==> src/rtl/cfgport_cmd_engine.sv <==
module cfgport_cmd_engine #(
  parameter int PAYLOAD_W = 32,
  parameter int CTRL_LSB  = 24
) (
  input  logic                   clk,
  input  logic                   rst_n,
  input  logic [2*PAYLOAD_W-1:0] cmd_data,
  input  logic                   cmd_empty,
  output logic                   cmd_pop,
  input  logic                   rb_afull,
  output logic                   rb_push,
  output logic [PAYLOAD_W-1:0]   rb_data,
  output logic                   port_ce_n,
  output logic                   port_rw,
  output logic [PAYLOAD_W-1:0]   port_din,
  input  logic [PAYLOAD_W-1:0]   port_dout,
  output logic                   done,
  output logic                   session_open
);
  localparam int CMD_W  = 2 * PAYLOAD_W;
  localparam int CE_BIT = CTRL_LSB;
  localparam int RW_BIT = CTRL_LSB + 1;
  localparam int LA_BIT = CTRL_LSB + 2;

  logic                 rd_pend;
  logic [PAYLOAD_W-1:0] word_hi;

  assign cmd_pop = rst_n & ~cmd_empty & ~rb_afull;
  assign word_hi = cmd_data[CMD_W-1:PAYLOAD_W];

  always_ff @(posedge clk) begin
    if (!rst_n) begin
      port_ce_n    <= 1'b1;
      port_rw      <= 1'b0;
      port_din     <= '0;
      done         <= 1'b0;
      session_open <= 1'b0;
      rd_pend      <= 1'b0;
    end else begin
      rd_pend <= ~port_ce_n & port_rw;
      done    <= cmd_pop & cmd_data[LA_BIT];
      if (cmd_pop) begin
        port_ce_n    <= cmd_data[CE_BIT];
        port_rw      <= cmd_data[RW_BIT];
        port_din     <= word_hi;
        session_open <= ~cmd_data[LA_BIT];
      end else begin
        port_ce_n <= 1'b1;
      end
    end
  end

  assign rb_push = rd_pend;
  assign rb_data = port_dout;
endmodule

==> config.mk <==
export PLATFORM = sky130hd
export DESIGN_NAME = cfgport_cmd_engine
export DESIGN_NICKNAME = d
export VERILOG_FILES = /design/src/rtl/cfgport_cmd_engine.sv
export SDC_FILE = /design/constraint.sdc
export NUM_CORES = 1
export LEC_CHECK = 0
export BUFFER_PORTS_ARGS = -buffer_cell sky130_fd_sc_hd__buf_2
export CAP_MARGIN = 20
export CORE_MARGIN = 10
export CORE_UTILIZATION = 38
export DETAILED_ROUTE_END_ITERATION = 7
export PLACE_DENSITY = 0.82
export RECOVER_POWER = 25
export SYNTH_ARGS = -nofsm -noshare
export SYNTH_HDL_FRONTEND = slang
export SYNTH_SLANG_ARGS = --single-unit
==> constraint.sdc <==
create_clock -name clk -period 2.7 [get_ports clk]
set_input_delay 0.405 -clock clk [delete_from_list [all_inputs] [get_ports clk]]
set_output_delay 0.405 -clock clk [all_outputs]
set_load 0.01 [all_outputs]
==> impl_results.md, run 1 <==
- DRC: 0
- Yosys cell types: 19
- Die extent in x: 87.1 microns
- Slew headroom: 0.585
- Gr ovfl total: 0
- Critical-path cell list: buf_2 -> nor3b_1 -> buf_2
- Max_cap viols: 0
- Synth Area per Inst: between 8 and 9 sq um
- Share of cells above drive strength 1: 0.402
- Post-CTS sizing: 0
- Final period util: 0.659
- Clock tree buffer depth: 2
- Site Rows: 24
- RSZ-0062 raised after global routing: no
- Average wire per standard cell: about 15 microns
- Worst path arrival time: 1.37 ns
- Total core area: 4350 sq um
- Worst-path fanout max: 32
- First-pass GRT wire length: 6780 microns
- Crit path max-delay family: buffers and inverters
- Initial antenna violation count: 0
- Hold Slack: 0.302 ns
- CTS Sinks: 37
- Post-CTS setup buffers: 0
- Number of global-route vias before repair: between 1000 and 1500
- Worst Setup Path Type: in -> out
- Flop pwr share: 0.526
- Post-synthesis sequential area ratio: 0.433
- Commonest cells after routing, fill and taps aside: buf_2, dfxtp_1, nand2_1
- Crit path buffers/inverters: 2
- Fmax achieved: 562 MHz
- DRT iter0 DRCs: 60
- Cells after Synth: ~200
- Combinational Power Share: 0.129
- Setup Skew: 0.000197 ns
- Reg2Reg Depth: 2
- Final RePlAce weighted congestion: 0.698
- Clock share of power: 0.345
- P_int: 832 uW
- Via Count: 1408
- Largest net degree at the start of global routing: 39
- RR Startpoint: port_rw
- I/O Buffers: 76
- Outcome: completed
- Switch Pwr: 275 uW
- Post-detail-place hpwl: 3070 microns
- Mapped Area: around 1700 sq um
- Total track usage: 0.111
- Hold_buf cts: 0
- Type of the worst min-delay path: in -> reg
- Most common cell type on the critical path: buf_2
- Dpl cell area: between 1500 and 2000 sq um
- Final instance area: 1900 sq um
- I/O pins: 170
- WL final: approximately 4300 microns
- Max incr delay on CP: 0.42 ns
- Root Buffer Master: clkbuf_8
- Max IR drop VDD: 0.000241 V
- Syn. warnings: 0
- Final min period: around 1.8 ns
- Reg2Reg Setup Slack: 2.09 ns
- Setup TNS: 0 ns
- Die area: 7580 sq um
- Worst-margin pin slew: ~0.62 ns
- Sw frac: 0.249
- Synthesized flop and latch total: 37
- CP required: 2.30 ns
- Die H: 87.1 microns
- Worst-Skew Late Latency: 0.28 ns
- CTS buffer count: 5
- H-tree lvl count: 2
- Nets: about 330
- Final Slew Violations: 0
- Ant diodes: 0
- CP Capture Type: output port
- Reg-to-reg endpoint: port_rw
- Commonest non-fill, non-tap cell in the layout: buf_2
- CTS tree: built
- Hold EP: port_ce_n
- Hold Startpoint: cmd_data[24]
- Initial Util: 0.393
- Post-Syn Nets: 295
- Pwr dens: around 580 nW/um^2
- Vias per cell: 5.01
- Post-DRT Antenna Nets: 0
- Drt first pass iters: 4
- Max stage delay cell, worst path: buf_2
- Reg clk slew, reported paths: 0.07 ns
- Final Setup Violations: 0
- Leakage Power: 0.874 nW
- Startpoint types: input port
- Hold Crit Depth: 2
- Area grow syn2layout: 11.3%
- Hold Violations, Final: 0
## how the worst max path moves through the flow
stage | start | end | depth (start not counted)
after floorplan | rb_afull | cmd_pop | 2
after global placement | rst_n | cmd_pop | 3
after detailed placement | rst_n | cmd_pop | 3
after CTS | rst_n | cmd_pop | 3
after global routing | rst_n | cmd_pop | 3
final | rst_n | cmd_pop | 3
## routing by layer
metal,track usage,up-vias,part of all wire
met5,0,-,0
met4,0.0486,0,0.017
met3,0.0618,10,0.11
met2,0.183,60,0.47
met1,0.113,629,0.40
li1,-,709,-
## layout make-up
class	count	area (sq um)
repair buffers	79	403
multi-input cells	106	608
fillers	446	2450
well taps	52	65.1
clock buffers	7	86.3
flip-flops and latches	37	741
## power by group through the flow
stage          Combinational, mW  Clock, mW  Sequential (mW)
6_report                   0.143      0.382            0.583
5_1_grt                    0.162      0.419            0.585
4_1_cts                    0.146      0.400            0.583
3_5_place_dp               0.145          0            0.595
3_3_place_gp               0.143          0            0.594
2_1_floorplan              0.123          0            0.608
## cell usage after synthesis
library cell  number  share of area
nand2b_1           1         0.0037
buf_6              5          0.033
mux2i_1            1         0.0059
dfxtp_1           37           0.43
buf_2              6          0.018
and2_1             1         0.0037
o211ai_1          32           0.14
o21ai_0            2         0.0059
nand2_1           34          0.075
nor3b_1            1         0.0044
nor4b_1            1         0.0051
buf_1              2         0.0044
nor2_1             1         0.0022
clkbuf_1           7          0.015
o21ai_2            6          0.031
a31o_2             1         0.0051
o21ai_1           24          0.070
or2_1              1         0.0037
buf_4             32           0.14
## state kept, by name, summed over array words and instances, names as in the netlist
register	flops
port_rw	1
done	1
port_ce_n	1
session_open	1
port_din	32
rb_push	1
## cells by family after synthesis
kind of cell,share of synthesized area
DFF,0.433
AOI/OAI and AO/OA,0.253
muxes,0.00586
and+or+nand+nor,0.0974
buffers and inverters,0.211
## per-stage QoR
stage / util / power, mW / instances / setup slack, ns
after floorplan: - / 0.730 / 195 / 1.35
after global placement: 0.417 / 0.737 / 274 / 0.902
after detailed placement: 0.417 / 0.741 / 274 / 0.881
after CTS: 0.437 / 1.13 / 281 / 0.887
after global routing: 0.437 / 1.17 / 281 / 0.721
final: 0.437 / 1.11 / 281 / 0.921
Power figures use the tool's default switching activity.
==> run 2: changes to the inputs <==
--- a/config.mk
+++ b/config.mk
@@ -8,9 +8,9 @@
 export BUFFER_PORTS_ARGS = -buffer_cell sky130_fd_sc_hd__buf_2
 export CAP_MARGIN = 20
 export CORE_MARGIN = 10
-export CORE_UTILIZATION = 38
+export CORE_UTILIZATION = 36
 export DETAILED_ROUTE_END_ITERATION = 7
-export PLACE_DENSITY = 0.82
+export PLACE_DENSITY = 0.78
 export RECOVER_POWER = 25
 export SYNTH_ARGS = -nofsm -noshare
 export SYNTH_HDL_FRONTEND = slang
==> constraint.sdc (replaced) <==
create_clock -name clk -period 1.7 [get_ports clk]
set_input_delay 0.255 -clock clk [delete_from_list [all_inputs] [get_ports clk]]
set_output_delay 0.255 -clock clk [all_outputs]
set_load 0.01 [all_outputs]
==> impl_results.md, run 2 (synthesis results as in run 1) <==
- H-tree lvl count: 2 (unchanged)
- RSZ-0062 raised after global routing: no
- Setup TNS: 0 ns (unchanged)
- Average wire per standard cell: 15.2 microns (-0.37%)
- Via Count: 1416 (+0.57%)
- Share of cells above drive strength 1: 0.416 (+0.0146)
- Biggest register: port_din
- Final Slew Violations: 0 (unchanged)
- CP required: 1.44 ns (-0.86 ns)
- Area occupied by registers: 741 sq um (unchanged)
- Leakage Power: 0.903 nW (+3.3%)
- Worst-Skew Late Latency: 0.27 ns (about the same)
- Max IR drop VDD: 0.000458 V (+90%)
- Hold Violations, Final: 0 (unchanged)
- Final RePlAce weighted congestion: 0.695 (-0.43%)
- Post-detail-place hpwl: 3190 microns (+4.1%)
- Worst path arrival time: 1.07 ns (-0.30 ns)
- DRT iter0 DRCs: 68 (+13%)
- Reg2Reg Depth: 2 (unchanged)
- Combinational Power Share: 0.129 (about the same)
- Worst-margin pin slew: 0.368 ns (-0.255 ns)
- Post-CTS setup buffers: 0 (unchanged)
- Layout Utilization: 0.420 (-0.0175)
- Commonest non-fill, non-tap cell in the layout: buf_2
- Worst Setup Path Type: in -> out
- CTS buffer count: 5 (unchanged)
- Area grow syn2layout: 14.4%
- Root Buffer Master: clkbuf_8
- Critical Path Source: cmd_empty
- Die H: 88.9 microns (+2.1%)
- CTS Sinks: 37 (unchanged)
- Total track usage: 0.108 (-0.00356)
- Site Rows: 25 (+4.2%)
- Nets: 332 (+0.91%)
- Reg2Reg Setup Slack: 1.08 ns (-1.01 ns)
- Initial antenna violation count: 0 (unchanged)
- Hold_buf cts: 0 (unchanged)
- Outcome: completed
- Hold Crit Depth: 2 (unchanged)
- Largest net degree at the start of global routing: 45 (+15%)
- Setup Skew: 0.000133 ns (-0.0000642 ns)
- Reg-to-reg endpoint: port_rw
- Post-DRT Antenna Nets: 0 (unchanged)
- Drt first pass iters: 4 (unchanged)
- Slew headroom: 0.755 (+0.170)
- Startpoint types: input port
- Ant diodes: 0 (unchanged)
- Hold Startpoint: cmd_data[24]
- Post-CTS sizing: 0 (unchanged)
- Vias per cell: 4.93 (-1.5%)
- Commonest cells after routing, fill and taps aside: buf_2, dfxtp_1, nand2_1
- CTS tree: built
- Area of the multi-input gates: 608 sq um (unchanged)
- Reg clk slew, reported paths: 0.07 ns (about the same)
- Final Setup Violations: 0 (unchanged)
- Fmax achieved: between 700 and 800 MHz
- Pwr dens: 934 nW/um^2 (+60%)
- P_int: 1.37 mW (+65%)
- Gr ovfl total: 0 (unchanged)
- Max_cap viols: 0 (unchanged)
- Worst-path fanout max: 19 (-41%)
- Flop pwr share: 0.507 (-0.019)
- Max reg flops: 32 (unchanged)
- Switch Pwr: 452 uW (+64%)
- Die area: 7900 sq um (+4.3%)
- Sw frac: 0.248 (-0.00105)
- I/O pins: 170 (unchanged)
- CP Capture Type: output port
- Clock share of power: 0.364 (+0.019)
- Final min period: approximately 1.3 ns
- Layout filler cell count: 477 (+7.0%)
- RR Startpoint: port_rw
- Number of global-route vias before repair: 1421 (-2.3%)
- Clock tree buffer depth: 2 (unchanged)
- Final period util: 0.777
- Type of the worst min-delay path: in -> reg
- WL final: 4350 microns (+1.8%)
- Initial Util: 0.367 (-0.0258)
- First-pass GRT wire length: 6840 microns (+0.81%)
- Hold EP: port_ce_n
- Total core area: 4660 sq um (+7.0%)
- Die extent in x: 88.9 microns (+2.1%)
- DRC: 0 (unchanged)
- I/O Buffers: 76 (unchanged)
-- run 2: cell count changes in the layout (fill, tap and decap cells not counted) --
cell | previous run | this run
buf_12 | 0 | 1
buf_4 | 3 | 5
clkbuf_1 | 1 | 0
clkbuf_8 | 6 | 7
clkinv_2 | 0 | 1
-- run 2: worst max-delay path by stage --
| stage | slack, ns | endpoint |
|---|---|---|
| after floorplan | 0.63 | session_open |
| after global placement | 0.31 | cmd_pop |
| after detailed placement | 0.30 | cmd_pop |
| after CTS | 0.30 | cmd_pop |
| after global routing | 0.27 | cmd_pop |
| final | 0.38 | cmd_pop |
-- run 2: power by group through the flow --
| stage | Clock (mW) | Combinational [mW] | Sequential, mW |
|---|---|---|---|
| floorplan | 0 | 0.195 | 0.965 |
| global placement | 0 | 0.238 | 0.943 |
| detailed placement | 0 | 0.241 | 0.946 |
| CTS | 0.693 | 0.241 | 0.926 |
| global route | 0.733 | 0.266 | 0.931 |
| finish | 0.664 | 0.236 | 0.926 |
-- run 2: worst max-delay path, stage by stage --
cell     delay (ns)
buf_2          0.22
nor3b_1        0.38
buf_2          0.20
-- run 2: final cells by class --
class / count / share of cell area
clock buffer: 7 / 0.0493
tap: 54 / 0.0345
sequential: 37 / 0.379
clock inverter: 1 / 0.00256
timing repair buffer: 82 / 0.224
multi-input combinational: 106 / 0.311
-- run 2: per-stage QoR --
stage / hold slack (ns) / power, mW / setup WS (ns) / cell area, sq um / cells
3_5_place_dp: 0.397 / 1.19 / 0.303 / 1850 / 279
2_1_floorplan: 0.356 / 1.16 / 0.626 / 1710 / 195
6_report: 0.158 / 1.83 / 0.379 / 1960 / 287
4_1_cts: 0.147 / 1.86 / 0.305 / 1960 / 287
5_1_grt: 0.148 / 1.93 / 0.267 / 1960 / 287
3_3_place_gp: 0.392 / 1.18 / 0.309 / 1850 / 279
-- run 2: per-layer routing --
layer	wire length [microns]	vias up	GRT usage
li1	-	714	-
met1	1710	628	0.113
met2	2000	56	0.172
met3	544	18	0.0593
met4	93	0	0.0514
met5	0	-	0
==> run 3: changes to the inputs <==
--- a/config.mk
+++ b/config.mk
@@ -8,9 +8,9 @@
 export BUFFER_PORTS_ARGS = -buffer_cell sky130_fd_sc_hd__buf_2
 export CAP_MARGIN = 20
 export CORE_MARGIN = 10
-export CORE_UTILIZATION = 36
+export CORE_UTILIZATION = 32
 export DETAILED_ROUTE_END_ITERATION = 7
-export PLACE_DENSITY = 0.78
+export PLACE_DENSITY = 0.73
 export RECOVER_POWER = 25
 export SYNTH_ARGS = -nofsm -noshare
 export SYNTH_HDL_FRONTEND = slang
==> constraint.sdc (replaced) <==
create_clock -name clk -period 1.1 [get_ports clk]
set_input_delay 0.165 -clock clk [delete_from_list [all_inputs] [get_ports clk]]
set_output_delay 0.165 -clock clk [all_outputs]
set_load 0.01 [all_outputs]
==> impl_results.md, run 3 (synthesis results as in run 1) <==
- Area grow syn2layout: 15.7%
- Hold Crit Depth: 2 (unchanged)
- Max incr delay on CP: 0.30 ns (-0.08 ns)
- Post-CTS setup buffers: 0 (unchanged)
- Most common cell type on the critical path: buf_2
- Final Setup Violations: 0 (unchanged)
- I/O pins: 170 (unchanged)
- CP required: 0.94 ns (-0.50 ns)
- Layout Cells excl Fill: 306 (+6.6%)
- Gr ovfl total: 0 (unchanged)
- Post-placement cell count: 299 (+7.2%)
- Die area: 8660 sq um (+9.6%)
- Vias per cell: 4.68 (-5.1%)
- Outcome: completed
- Total track usage: 0.101 (-0.00646)
- Average wire per standard cell: 14.2 microns (-6.5%)
- Die extent in x: 93.1 microns (+4.7%)
- Clock tree buffer depth: 2 (unchanged)
- Final Slew Violations: 0 (unchanged)
- Commonest non-fill, non-tap cell in the layout: buf_2
- RSZ-0062 raised after global routing: no
- First-pass GRT wire length: 7200 microns (+5.3%)
- Startpoint types: input port
- Via Count: 1432 (+1.1%)
- Hold EP: port_ce_n
- Slew headroom: 0.777 (+0.0220)
- Commonest cells after routing, fill and taps aside: buf_2, dfxtp_1, nand2_1
- Worst path arrival time: 0.79 ns (-0.28 ns)
- Drt first pass iters: 4 (unchanged)
- Final period util: 0.864
- Leakage Power: 0.907 nW (+0.49%)
- Total core area: 5140 sq um (+10%)
- Setup Skew: 0.000114 ns (-0.0000184 ns)
- Number of global-route vias before repair: 1506 (+6.0%)
- Max reg flops: 32 (unchanged)
- CTS buffer count: 5 (unchanged)
- Worst-Skew Late Latency: 0.28 ns (about the same)
- I/O Buffers: 76 (unchanged)
- Reg-to-reg endpoint: port_rw
- Post-DRT Antenna Nets: 0 (unchanged)
- Worst-path fanout max: 5 (-14)
- WL final: 4340 microns (-0.30%)
- Reg2Reg Depth: 2 (unchanged)
- Post-CTS sizing: 0 (unchanged)
- Max_cap viols: 0 (unchanged)
- Setup TNS: 0 ns (unchanged)
- CP Capture Type: output port
- Post-detail-place hpwl: 3280 microns (+2.6%)
- DRT iter0 DRCs: 68 (unchanged)
- Final min period: 0.951 ns
- H-tree lvl count: 2 (unchanged)
- Worst-margin pin slew: 0.335 ns (-0.0331 ns)
- CTS Sinks: 37 (unchanged)
- Pwr dens: 1380 nW/um^2 (+48%)
- Fmax achieved: 1050 MHz
- Biggest register: port_din
- Nets: 336 (+1.2%)
- Max stage delay cell, worst path: nor3b_1
- DRC: 0 (unchanged)
- Worst Setup Path Type: in -> out
- Site Rows: 26 (+4.0%)
- Reg clk slew, reported paths: 0.07 ns (about the same)
- Initial Util: 0.333 (-0.0342)
- Hold Startpoint: cmd_data[24]
- Die H: 93.1 microns (+4.7%)
- Hold Violations, Final: 0 (unchanged)
- Root Buffer Master: clkbuf_8
- Reg2Reg Setup Slack: 0.50 ns (-0.58 ns)
- Initial antenna violation count: 0 (unchanged)
- CTS tree: built
- Type of the worst min-delay path: in -> reg
- Share of cells above drive strength 1: 0.419 (+0.00318)
- Final RePlAce weighted congestion: 0.720 (+3.7%)
- Critical-path cell list: buf_2 -> nor3b_1 -> buf_2
- Largest net degree at the start of global routing: 37 (-18%)
- Ant diodes: 0 (unchanged)
- RR Startpoint: port_rw
- Max IR drop VDD: 0.000422 V (-7.8%)
- Hold_buf cts: 0 (unchanged)
==> run 3: cell types whose count changed in the layout (fill, tap and decap cells not counted) <==
cell      before  now
buf_4          5   10
clkinv_2       1    0
buf_12         1    0
clkbuf_8       7    6
clkbuf_1       0    1
==> run 3: layout make-up <==
class,count,area [sq um]
fill,585,3160
sequential,37,741
multi-input combinational,106,608
timing repair buffer,86,455
tap,70,87.6
clock buffer,7,86.3
==> run 3: worst max-delay path, delay by kind of cell <==
kind | cells | cell delay [ns]
buf+inv | 2 | 0.33
simple gates | 1 | 0.30
==> run 3: where the power goes <==
group	total, mW	leakage (nW)	internal [mW]	switching, mW
Combinational	0.372	0.561	0.159	0.213
Sequential	1.43	0.303	1.40	0.0266
Clock	0.927	0.0443	0.497	0.431
==> run 3: metrics by stage <==
| stage | power [mW] | setup slack, ns | hold WS (ns) | instance area, sq um | utilization |
|---|---|---|---|---|---|
| finish | 2.73 | 0.149 | 0.0615 | 1980 | 0.385 |
| global route | 2.90 | 0.0707 | 0.0689 | 1980 | 0.385 |
| CTS | 2.80 | 0.113 | 0.0505 | 1980 | 0.385 |
| detailed placement | 1.84 | 0.0961 | 0.330 | 1890 | 0.368 |
| global placement | 1.83 | 0.108 | 0.330 | 1890 | 0.368 |
| floorplan | 1.79 | 0.116 | 0.266 | 1710 | - |
==> run 3: per-layer routing <==
metal,part of all wire,track usage,up-vias
met5,0,0,-
met4,0.020,0.0527,0
met3,0.086,0.0456,14
met2,0.49,0.172,53
met1,0.40,0.102,646
li1,-,-,719
==> run 3: worst max-delay path by stage <==
stage               cells past startpoint           end  startpoint
floorplan                               4  session_open    rb_afull
global placement                        4  port_din[10]   cmd_empty
detailed placement                      4  port_din[22]   cmd_empty
CTS                                     3       cmd_pop   cmd_empty
global route                            3       cmd_pop       rst_n
finish                                  3       cmd_pop   cmd_empty
